--- src/rtl/rcpwm_pkg.sv ---
package rcpwm_pkg;

    localparam int DUTY_W = 8;
    localparam logic [DUTY_W-1:0] PWM_TOP = '1;

    typedef enum logic [1:0] {
        CAP_ARMED  = 2'd0,
        CAP_TIMING = 2'd1,
        CAP_LOCKED = 2'd2
    } cap_state_e;

    // Clock count for a pulse of 'us' microseconds after prescaling by 2^pre
    function automatic longint unsigned win_count(longint unsigned us,
                                                  longint unsigned hz,
                                                  int pre);
        return (us * hz) / (64'd1_000_000 << pre);
    endfunction

endpackage

--- src/rtl/rcpwm_capture.sv ---
module rcpwm_capture
    import rcpwm_pkg::*;
#(
    parameter int CNT_W    = 9,
    parameter int PRE_LOG2 = 0
) (
    input  logic             clk,
    input  logic             rst_n,
    input  logic             pin_i,
    input  logic             rearm_i,
    output logic             stb_o,
    output logic [CNT_W-1:0] width_o
);
    localparam int EL_W = CNT_W + PRE_LOG2;

    typedef struct packed {
        logic             s1;
        logic             s2;
        logic             prev;
        cap_state_e       st;
        logic [EL_W-1:0]  el;
        logic [CNT_W-1:0] width;
        logic             stb;
    } cap_t;

    cap_t q, d;
    logic rise, fall;

    always_comb begin
        d      = q;
        d.s1   = pin_i;
        d.s2   = q.s1;
        d.prev = q.s2;
        d.stb  = 1'b0;
        rise   = q.s2 & ~q.prev;
        fall   = ~q.s2 & q.prev;
        unique case (q.st)
            CAP_ARMED: begin
                if (rise) begin
                    d.st = CAP_TIMING;
                    d.el = EL_W'(1);
                end
            end
            CAP_TIMING: begin
                if (fall) begin
                    d.st    = CAP_LOCKED;
                    d.width = CNT_W'(q.el >> PRE_LOG2);
                    d.stb   = 1'b1;
                end else if (q.el != '1) begin
                    d.el = q.el + 1'b1;
                end
            end
            CAP_LOCKED: begin
                if (rearm_i) d.st = CAP_ARMED;
            end
            default: d.st = CAP_ARMED;
        endcase
    end

    always_ff @(posedge clk or negedge rst_n) begin
        if (!rst_n) q <= '0;
        else        q <= d;
    end

    assign stb_o   = q.stb;
    assign width_o = q.width;

endmodule

--- src/rtl/rcpwm_scale.sv ---
module rcpwm_scale
    import rcpwm_pkg::*;
#(
    parameter int CNT_W   = 9,
    parameter int MIN_CNT = 92,
    parameter int MAX_CNT = 212
) (
    input  logic              clk,
    input  logic              rst_n,
    input  logic              stb_i,
    input  logic [CNT_W-1:0]  width_i,
    output logic [DUTY_W-1:0] duty_o,
    output logic              load_o
);
    localparam int SPAN   = MAX_CNT - MIN_CNT;
    localparam int PROD_W = CNT_W + DUTY_W;

    typedef struct packed {
        logic [DUTY_W-1:0] duty;
        logic              load;
    } sc_t;

    sc_t q, d;
    logic [CNT_W-1:0]  clamped;
    logic [PROD_W-1:0] prod;

    always_comb begin
        d = q;
        if (width_i < CNT_W'(MIN_CNT))      clamped = CNT_W'(MIN_CNT);
        else if (width_i > CNT_W'(MAX_CNT)) clamped = CNT_W'(MAX_CNT);
        else                                clamped = width_i;
        prod   = PROD_W'(clamped - CNT_W'(MIN_CNT)) * PROD_W'(PWM_TOP);
        d.load = stb_i;
        if (stb_i) d.duty = DUTY_W'(prod / PROD_W'(SPAN));
    end

    always_ff @(posedge clk or negedge rst_n) begin
        if (!rst_n) q <= '0;
        else        q <= d;
    end

    assign duty_o = q.duty;
    assign load_o = q.load;

endmodule

--- src/rtl/rcpwm_pwm.sv ---
module rcpwm_pwm
    import rcpwm_pkg::*;
(
    input  logic              clk,
    input  logic              rst_n,
    input  logic [DUTY_W-1:0] duty_i,
    output logic              pwm_o
);
    typedef struct packed {
        logic [DUTY_W-1:0] cnt;
        logic              up;
        logic [DUTY_W-1:0] ocr;
        logic              out;
    } pw_t;

    pw_t q, d;

    always_comb begin
        d = q;
        if (q.up) begin
            if (q.cnt == PWM_TOP) begin
                d.cnt = PWM_TOP - 1'b1;
                d.up  = 1'b0;
            end else begin
                d.cnt = q.cnt + 1'b1;
            end
        end else begin
            if (q.cnt == '0) begin
                d.cnt = DUTY_W'(1);
                d.up  = 1'b1;
            end else begin
                d.cnt = q.cnt - 1'b1;
            end
        end
        // compare value only reloads at the turning point
        if (q.cnt == PWM_TOP) d.ocr = duty_i;
        if (q.ocr == '0)          d.out = 1'b0;
        else if (q.ocr == PWM_TOP) d.out = 1'b1;
        else if (q.up)            d.out = (q.cnt < q.ocr);
        else                      d.out = (q.cnt <= q.ocr);
    end

    always_ff @(posedge clk or negedge rst_n) begin
        if (!rst_n) q <= '0;
        else        q <= d;
    end

    assign pwm_o = q.out;

endmodule

--- src/rtl/rc_pwm_bridge.sv ---
module rc_pwm_bridge
    import rcpwm_pkg::*;
#(
    parameter longint unsigned CLK_HZ   = 1_200_000,
    parameter int              MIN_US   = 920,
    parameter int              MAX_US   = 2120,
    parameter int              PRE_LOG2 = 0
) (
    input  logic              clk,
    input  logic              rst_n,
    input  logic              pulse_i,
    output logic              pwm_o,
    output logic [DUTY_W-1:0] duty_o,
    output logic              capt_o
);
    localparam int MIN_CNT = int'(win_count(longint'(MIN_US), CLK_HZ, PRE_LOG2));
    localparam int MAX_CNT = int'(win_count(longint'(MAX_US), CLK_HZ, PRE_LOG2));
    localparam int CNT_W   = $clog2(MAX_CNT + 2) + 1;

    logic             cap_stb;
    logic [CNT_W-1:0] cap_width;
    logic             load;
    logic [DUTY_W-1:0] duty;

    rcpwm_capture #(.CNT_W(CNT_W), .PRE_LOG2(PRE_LOG2)) u_cap (
        .clk     (clk),
        .rst_n   (rst_n),
        .pin_i   (pulse_i),
        .rearm_i (load),
        .stb_o   (cap_stb),
        .width_o (cap_width)
    );

    rcpwm_scale #(.CNT_W(CNT_W), .MIN_CNT(MIN_CNT), .MAX_CNT(MAX_CNT)) u_scale (
        .clk     (clk),
        .rst_n   (rst_n),
        .stb_i   (cap_stb),
        .width_i (cap_width),
        .duty_o  (duty),
        .load_o  (load)
    );

    rcpwm_pwm u_pwm (
        .clk    (clk),
        .rst_n  (rst_n),
        .duty_i (duty),
        .pwm_o  (pwm_o)
    );

    assign duty_o = duty;
    assign capt_o = load;

endmodule

--- config.mk ---
export PLATFORM = sky130hd
export DESIGN_NAME = rc_pwm_bridge
export DESIGN_NICKNAME = d
export VERILOG_FILES = /design/src/rtl/rcpwm_pkg.sv /design/src/rtl/rcpwm_capture.sv /design/src/rtl/rcpwm_scale.sv /design/src/rtl/rcpwm_pwm.sv /design/src/rtl/rc_pwm_bridge.sv
export SDC_FILE = /design/constraint.sdc
export NUM_CORES = 1
export LEC_CHECK = 0
export ABC_AREA = 0
export BUFFER_PORTS_ARGS = -buffer_cell sky130_fd_sc_hd__buf_2
export CORE_AREA = 2 2 199 142
export DETAILED_ROUTE_END_ITERATION = 10
export DIE_AREA = 0 0 201 144
export GPL_TIMING_DRIVEN = 1
export PLACE_DENSITY = 0.56
export SYNTH_ARGS = -nofsm -noshare
export SYNTH_HDL_FRONTEND = slang
export SYNTH_SLANG_ARGS = --single-unit
--- constraint.sdc ---
create_clock -name clk -period 22.2 [get_ports clk]
set_input_delay 3.33 -clock clk [delete_from_list [all_inputs] [get_ports clk]]
set_output_delay 3.33 -clock clk [all_outputs]
set_load 0.02 [all_outputs]
# Word level (Yosys, flattened, before mapping)

Index checks and enable logic that the tools add are counted.

Register bits after elaboration: 59
Bits of input ports: 3
Logic and storage cells: 63

$add $sub $neg: 4
Multipliers: 1
Div/mod/pow operators: 1
$lt $le $gt $ge: 4
Equal/unequal tests: 10
Multiplexer cells: 19
Bitwise operators: 4
Reductions and logical operators: 7

Operators with widths:

| operator                 | number |
|---|---|
| $mux W13                 | 4 |
| $pmux W13 S2             | 1 |
| $div A21 B11 Y21 const B | 1 |
| $mul A21 B8 Y21 const B  | 1 |
| $eq A8 B8 Y1 const B     | 2 |
| $logic_not A8 Y1         | 2 |
| $mux W8                  | 2 |
| $mux W15                 | 1 |
| $sub A13 B11 Y14 const B | 1 |
| $add A13 B1 Y13 const B  | 1 |
| $gt A13 B12 Y1 const B   | 1 |
| $lt A13 B11 Y1 const B   | 1 |
| $ne A13 B13 Y1 const B   | 1 |
| $mux W9                  | 1 |
| $add A8 B1 Y8 const B    | 1 |
| $le A8 B8 Y1             | 1 |
| $lt A8 B8 Y1             | 1 |
| $ne A2 B1 Y1 const B     | 4 |
| $sub A8 B1 Y8 const B    | 1 |
| $mux W1                  | 7 |
| $pmux W2 S3              | 1 |
| $mux W2                  | 2 |
| $reduce_and A4 Y1        | 1 |
| $reduce_and A3 Y1        | 1 |
| other kinds (8)          | 10 |

# Logic depth before layout (Yosys ltp)

Depth after elaboration: 6
Depth in mapped cells: 64
Mapped depth without buffers: 56

# Cells and area by module

From an unflattened synthesis, not the netlist that was laid out.

Cells, all modules: 1141
Area total of the unflattened synthesis: 9582.9 um^2

By module, submodules not included:

| module        | instances | cells each | area each (um^2) | sequential area each (um^2) |
|---|---|---|---|---|
| rcpwm_scale   | 1         | 876        | 6839.1           | 225.2 |
| rcpwm_capture | 1         | 135        | 1552.7           | 800.8 |
| rcpwm_pwm     | 1         | 130        | 1191.1           | 450.4 |

# Worst setup path before layout

OpenSTA, ideal clock, no wires.

Kind: reg2reg
Start point: register u_cap.q (netlist bit u_cap.width_o[0])
End point: register u_scale.q (netlist bit u_scale.duty_o[0])
Library setup time: 0.131 ns
Data arrival time: 12.852 ns
Required time: 22.069 ns
Setup slack: 9.217 ns
Cell stages (with the launch flop): 57
Buffers on the path: 4
Cells stage by stage: dfrtp_1 > nor4_1 > o31ai_1 > a21o_1 > a21oi_1 > nor2b_1 > ha_1 > inv_1 > nand2_1 > o21ai_0 > nor2_1 > a21oi_1 > o22ai_1 > xnor2_1 > ha_1 > inv_1 > fa_1 > inv_1 > [21 not listed] > and3_1 > buf_6 > o32ai_4 > mux2i_1 > a2bb2oi_2 > a211o_1 > o211ai_2 > a211oi_1 > maj3_2 > a31o_2 > or3_1 > o2111ai_2 > a31oi_1 > or4_1 > nor3b_1 > a211oi_1 > o21ai_1 > a31oi_1

Cells in the longest elaborated chain, start to end: 6
Elaborated cells on any way between the ends: 7

Ends and longest elaborated chain:

| what                   | RTL line            | source |
|---|---|---|
| start, declared        | rcpwm_capture.sv:26 | `cap_t q, d;` |
| start signal, assigned | rcpwm_capture.sv:61 | `if (!rst_n) q <= '0;` |
| start signal, assigned | rcpwm_capture.sv:62 | `else q <= d;` |
| $gt A13 B12 Y1         | rcpwm_scale.sv:30   | `else if (width_i > CNT_W'(MAX_CNT)) clamped = CNT_W'(MAX_CNT);` |
| $mux W13               | rcpwm_scale.sv:30   |  |
| $mux W13 (*)           | rcpwm_scale.sv:29   | `if (width_i < CNT_W'(MIN_CNT)) clamped = CNT_W'(MIN_CNT);` |
| $sub A13 B11 Y14 (*)   | rcpwm_scale.sv:32   | `prod = PROD_W'(clamped - CNT_W'(MIN_CNT)) * PROD_W'(PWM_TOP);` |
| $mul A21 B8 Y21 (*)    | rcpwm_scale.sv:32   |  |
| $div A21 B11 Y21 (*)   | rcpwm_scale.sv:34   | `if (stb_i) d.duty = DUTY_W'(prod / PROD_W'(SPAN));` |
| end signal, assigned   | rcpwm_scale.sv:38   | `if (!rst_n) q <= '0;` |
| end signal, assigned   | rcpwm_scale.sv:39   | `else q <= d;` |
| end, declared          | rcpwm_scale.sv:23   | `sc_t q, d;` |

Every way passes the cells marked *; elsewhere a longest branch is shown, timed or not.
A chain may end at the register's enable or synchronous reset.

# Worst setup path in the final report

Ends and elaborated chain as after synthesis.

==> qor.yml <==
cts_resized: 0
min_from: "u_cap.d[30]$_DFF_PN0_"
whs_path_depth: 0
synth_edf_count: 0
crit_family: "compound AO/OA/AOI/OAI gates"
avgSynthCellArea_um2: 8.11
final_cell_mix: "inv_1, nand2_1, nor2_1, o21ai_0, a21oi_1"
cts_setup_buffers: 0
htree_levels: 3
wl_per_cell_um: 15.1
ys_types: 99
die_h_um: 144
final_common_cell: "inv_1"
dr.pass1.iters: 5
arrival_ns: 16.17
reg2reg_to: "u_scale.duty_o[0]$_DFFE_PN0P_"
cts_hold_buf: 0
cpMaxStageDelayCell: "a211oi_1"
worstPathRequired_ns: 22.45
initial_utilization: 0.332
fin_crit_ns: 15.92
seqCellArea_mm2: 0.00148
grt_antenna_before_repair: 0
async_reset_ff_frac: 1.00
critPathMaxFanout: 12
period_share: 0.717
worst_pin_slew_ns: 1.18
first_global_vias: 7399
syn_to_final_growth_pct: 7.58
yosys.area.top_type_share: 0.163
numCtsBuffers: 9
num_rows: 51
die_x_um: 201
final-hold-violation-count: 0
clock_sinks: 59
min_to: "u_cap.d[29]$_DFF_PN0_"
io_pins: 13
setup.worst_path.end_class: "flip-flop"
synth_area_leaders: "dfrtp_1, fa_1, ha_1"
grt_util_all_layers: 0.157
cts_tree: "built"
dieArea_mm2: 0.0289
ys_seq_area_frac: 0.163
ys.flop_type: "dfrtp_1"
gp_congestion: 0.923
r2r_slack_ns: 6.28
core_mm2: 0.0272
synthCells: 1116
portBuffers: 12
timing.rr.start: "u_cap.width_o[0]$_DFFE_PN0P_"
dp_hpwl_mm: 17.9
cp_num_buf_inv: 3
fin_worst_skew_ns: 0.00950
grt-ovfl-total: 0
worst-r2r-cell-count: 52
drv_slew: 0
cts.path.max_buffers: 2
grt_pass1_wl_mm: 37.9
max_cap_viol_count: 0
drt-initial-drc-count: 570
ys_warn_count: 0
start_kind: "flip-flop"
filler_cell_count: 2821
synth_area_leader_cell: "dfrtp_1"
relSlewSlack: 0.207
via_count: 8200
hold_class: "flip-flop to flip-flop"
clock_latency_ns: 0.33
ant_nets: 0
path_class: "flip-flop to flip-flop"
critPathMaxStageDelay_ns: 0.97
vias_per_cell: 5.53
fmaxAchievable_mhz: 62.8
status: "completed"
ys_ff_latch: 59
multi_input_area_mm2: 0.00699
wirelength_mm: 22.4
fin_nets: 1206
syn_area_mm2: 0.00906
drive_above_1_share: 0.0846
rsz0062_at_grt: "false"
drcViolationCount: 0
finalSetupTns_ns: 0
antenna_cells: 0
grt_max_degree: 60
clk_root_buffer_cell: "clkbuf_16"
setup_viol: 0
clk_pin_slew_ns: 0.05
final cells by class:
type                            instances  area share
Timing Repair Buffer                   16     0.00925
Multi-Input combinational cell        915       0.717
Clock buffer                           12      0.0263
Sequential cell                        59       0.152
Tap cell                              371      0.0476
Inverter                              105      0.0406
Clock inverter                          4     0.00745
synthesized netlist by cell type, types with 11 or more instances:
library cell,number
o21ai_1,13
nor4_1,13
dfrtp_1,59
or3_1,16
fa_1,48
nor2_1,77
and3_1,16
mux2i_1,14
a21o_1,23
inv_1,104
o21ai_0,60
nand4_1,14
xor2_1,22
nand2_1,85
buf_2,11
xnor2_1,44
a21oi_1,60
clkbuf_1,24
o21a_1,17
a31oi_1,22
mux2_2,19
o211ai_1,23
ha_1,49
nor3_1,20
a211oi_1,20
nor2b_1,11
nand3_1,37
state kept, by name, summed over array words and instances, names as in the netlist:
| name | cells |
|---|---|
| u_cap.d | 2 |
| u_cap.q | 16 |
| u_cap.stb_o | 1 |
| u_cap.width_o | 13 |
| u_pwm.pwm_o | 1 |
| u_pwm.q | 17 |
| u_scale.duty_o | 8 |
| u_scale.load_o | 1 |
worst max path at each step:
| stage | from | end | slack (ns) | cells after the start |
|---|---|---|---|---|
| 4_1_cts | u_cap.width_o[0]$_DFFE_PN0P_ | u_scale.duty_o[0]$_DFFE_PN0P_ | 6.35 | 51 |
| 3_3_place_gp | u_cap.width_o[0]$_DFFE_PN0P_ | u_scale.duty_o[0]$_DFFE_PN0P_ | 6.94 | 52 |
| 3_5_place_dp | u_cap.width_o[0]$_DFFE_PN0P_ | u_scale.duty_o[0]$_DFFE_PN0P_ | 6.45 | 51 |
| 2_1_floorplan | u_cap.width_o[0]$_DFFE_PN0P_ | u_scale.duty_o[0]$_DFFE_PN0P_ | 9.22 | 56 |
| 5_1_grt | u_cap.width_o[0]$_DFFE_PN0P_ | u_scale.duty_o[0]$_DFFE_PN0P_ | 4.81 | 51 |
| 6_report | u_cap.width_o[0]$_DFFE_PN0P_ | u_scale.duty_o[0]$_DFFE_PN0P_ | 6.28 | 52 |
through the flow:
stage	util	setup slack, ns	area, um^2	cells	hold WS [ns]
6_report	0.358	6.28	9740	1482	0.346
5_1_grt	0.358	4.81	9740	1482	0.346
4_1_cts	0.358	6.35	9740	1482	0.346
3_5_place_dp	0.346	6.45	9410	1466	0.336
3_3_place_gp	0.346	6.94	9410	1466	0.334
2_1_floorplan	-	9.22	9090	1125	0.331
routing by layer:
metal | up-vias | track usage | share of wire
met1 | 3931 | 0.252 | 0.55
met2 | 200 | 0.220 | 0.39
met3 | 8 | 0.0297 | 0.055
li1 | 4061 | - | -
met5 | - | 0 | 0
met4 | 0 | 0.0140 | 0.0018
logic make-up (layout without fill, tap and decap cells):
logic type,count (synthesis),count (layout),synth area share
AO/OA/AOI/OAI,364,364,0.292
flip-flops,59,59,0.163
XOR/XNOR,68,68,0.0674
other,2,11,0.000829
adder cells (fa/ha/maj),101,101,0.178
AND/OR/NAND/NOR,335,335,0.184
multiplexers,36,36,0.0445
buffers and inverters,151,137,0.0696
worst reg2reg max path: cells and delay by family (launching register included):
family | cells | cell delay [ns]
AO/OA/AOI/OAI | 29 | 8.79
XOR/XNOR | 1 | 0.19
adder cells (fa/ha/maj) | 7 | 2.78
buffers and inverters | 3 | 0.20
flip-flops | 1 | 0.40
multiplexers | 3 | 0.61
AND/OR/NAND/NOR | 9 | 2.86
Power is left out: the tool's default activity adds up to more than one toggle a clock period on the data nets, which glitch-free logic cannot reach.
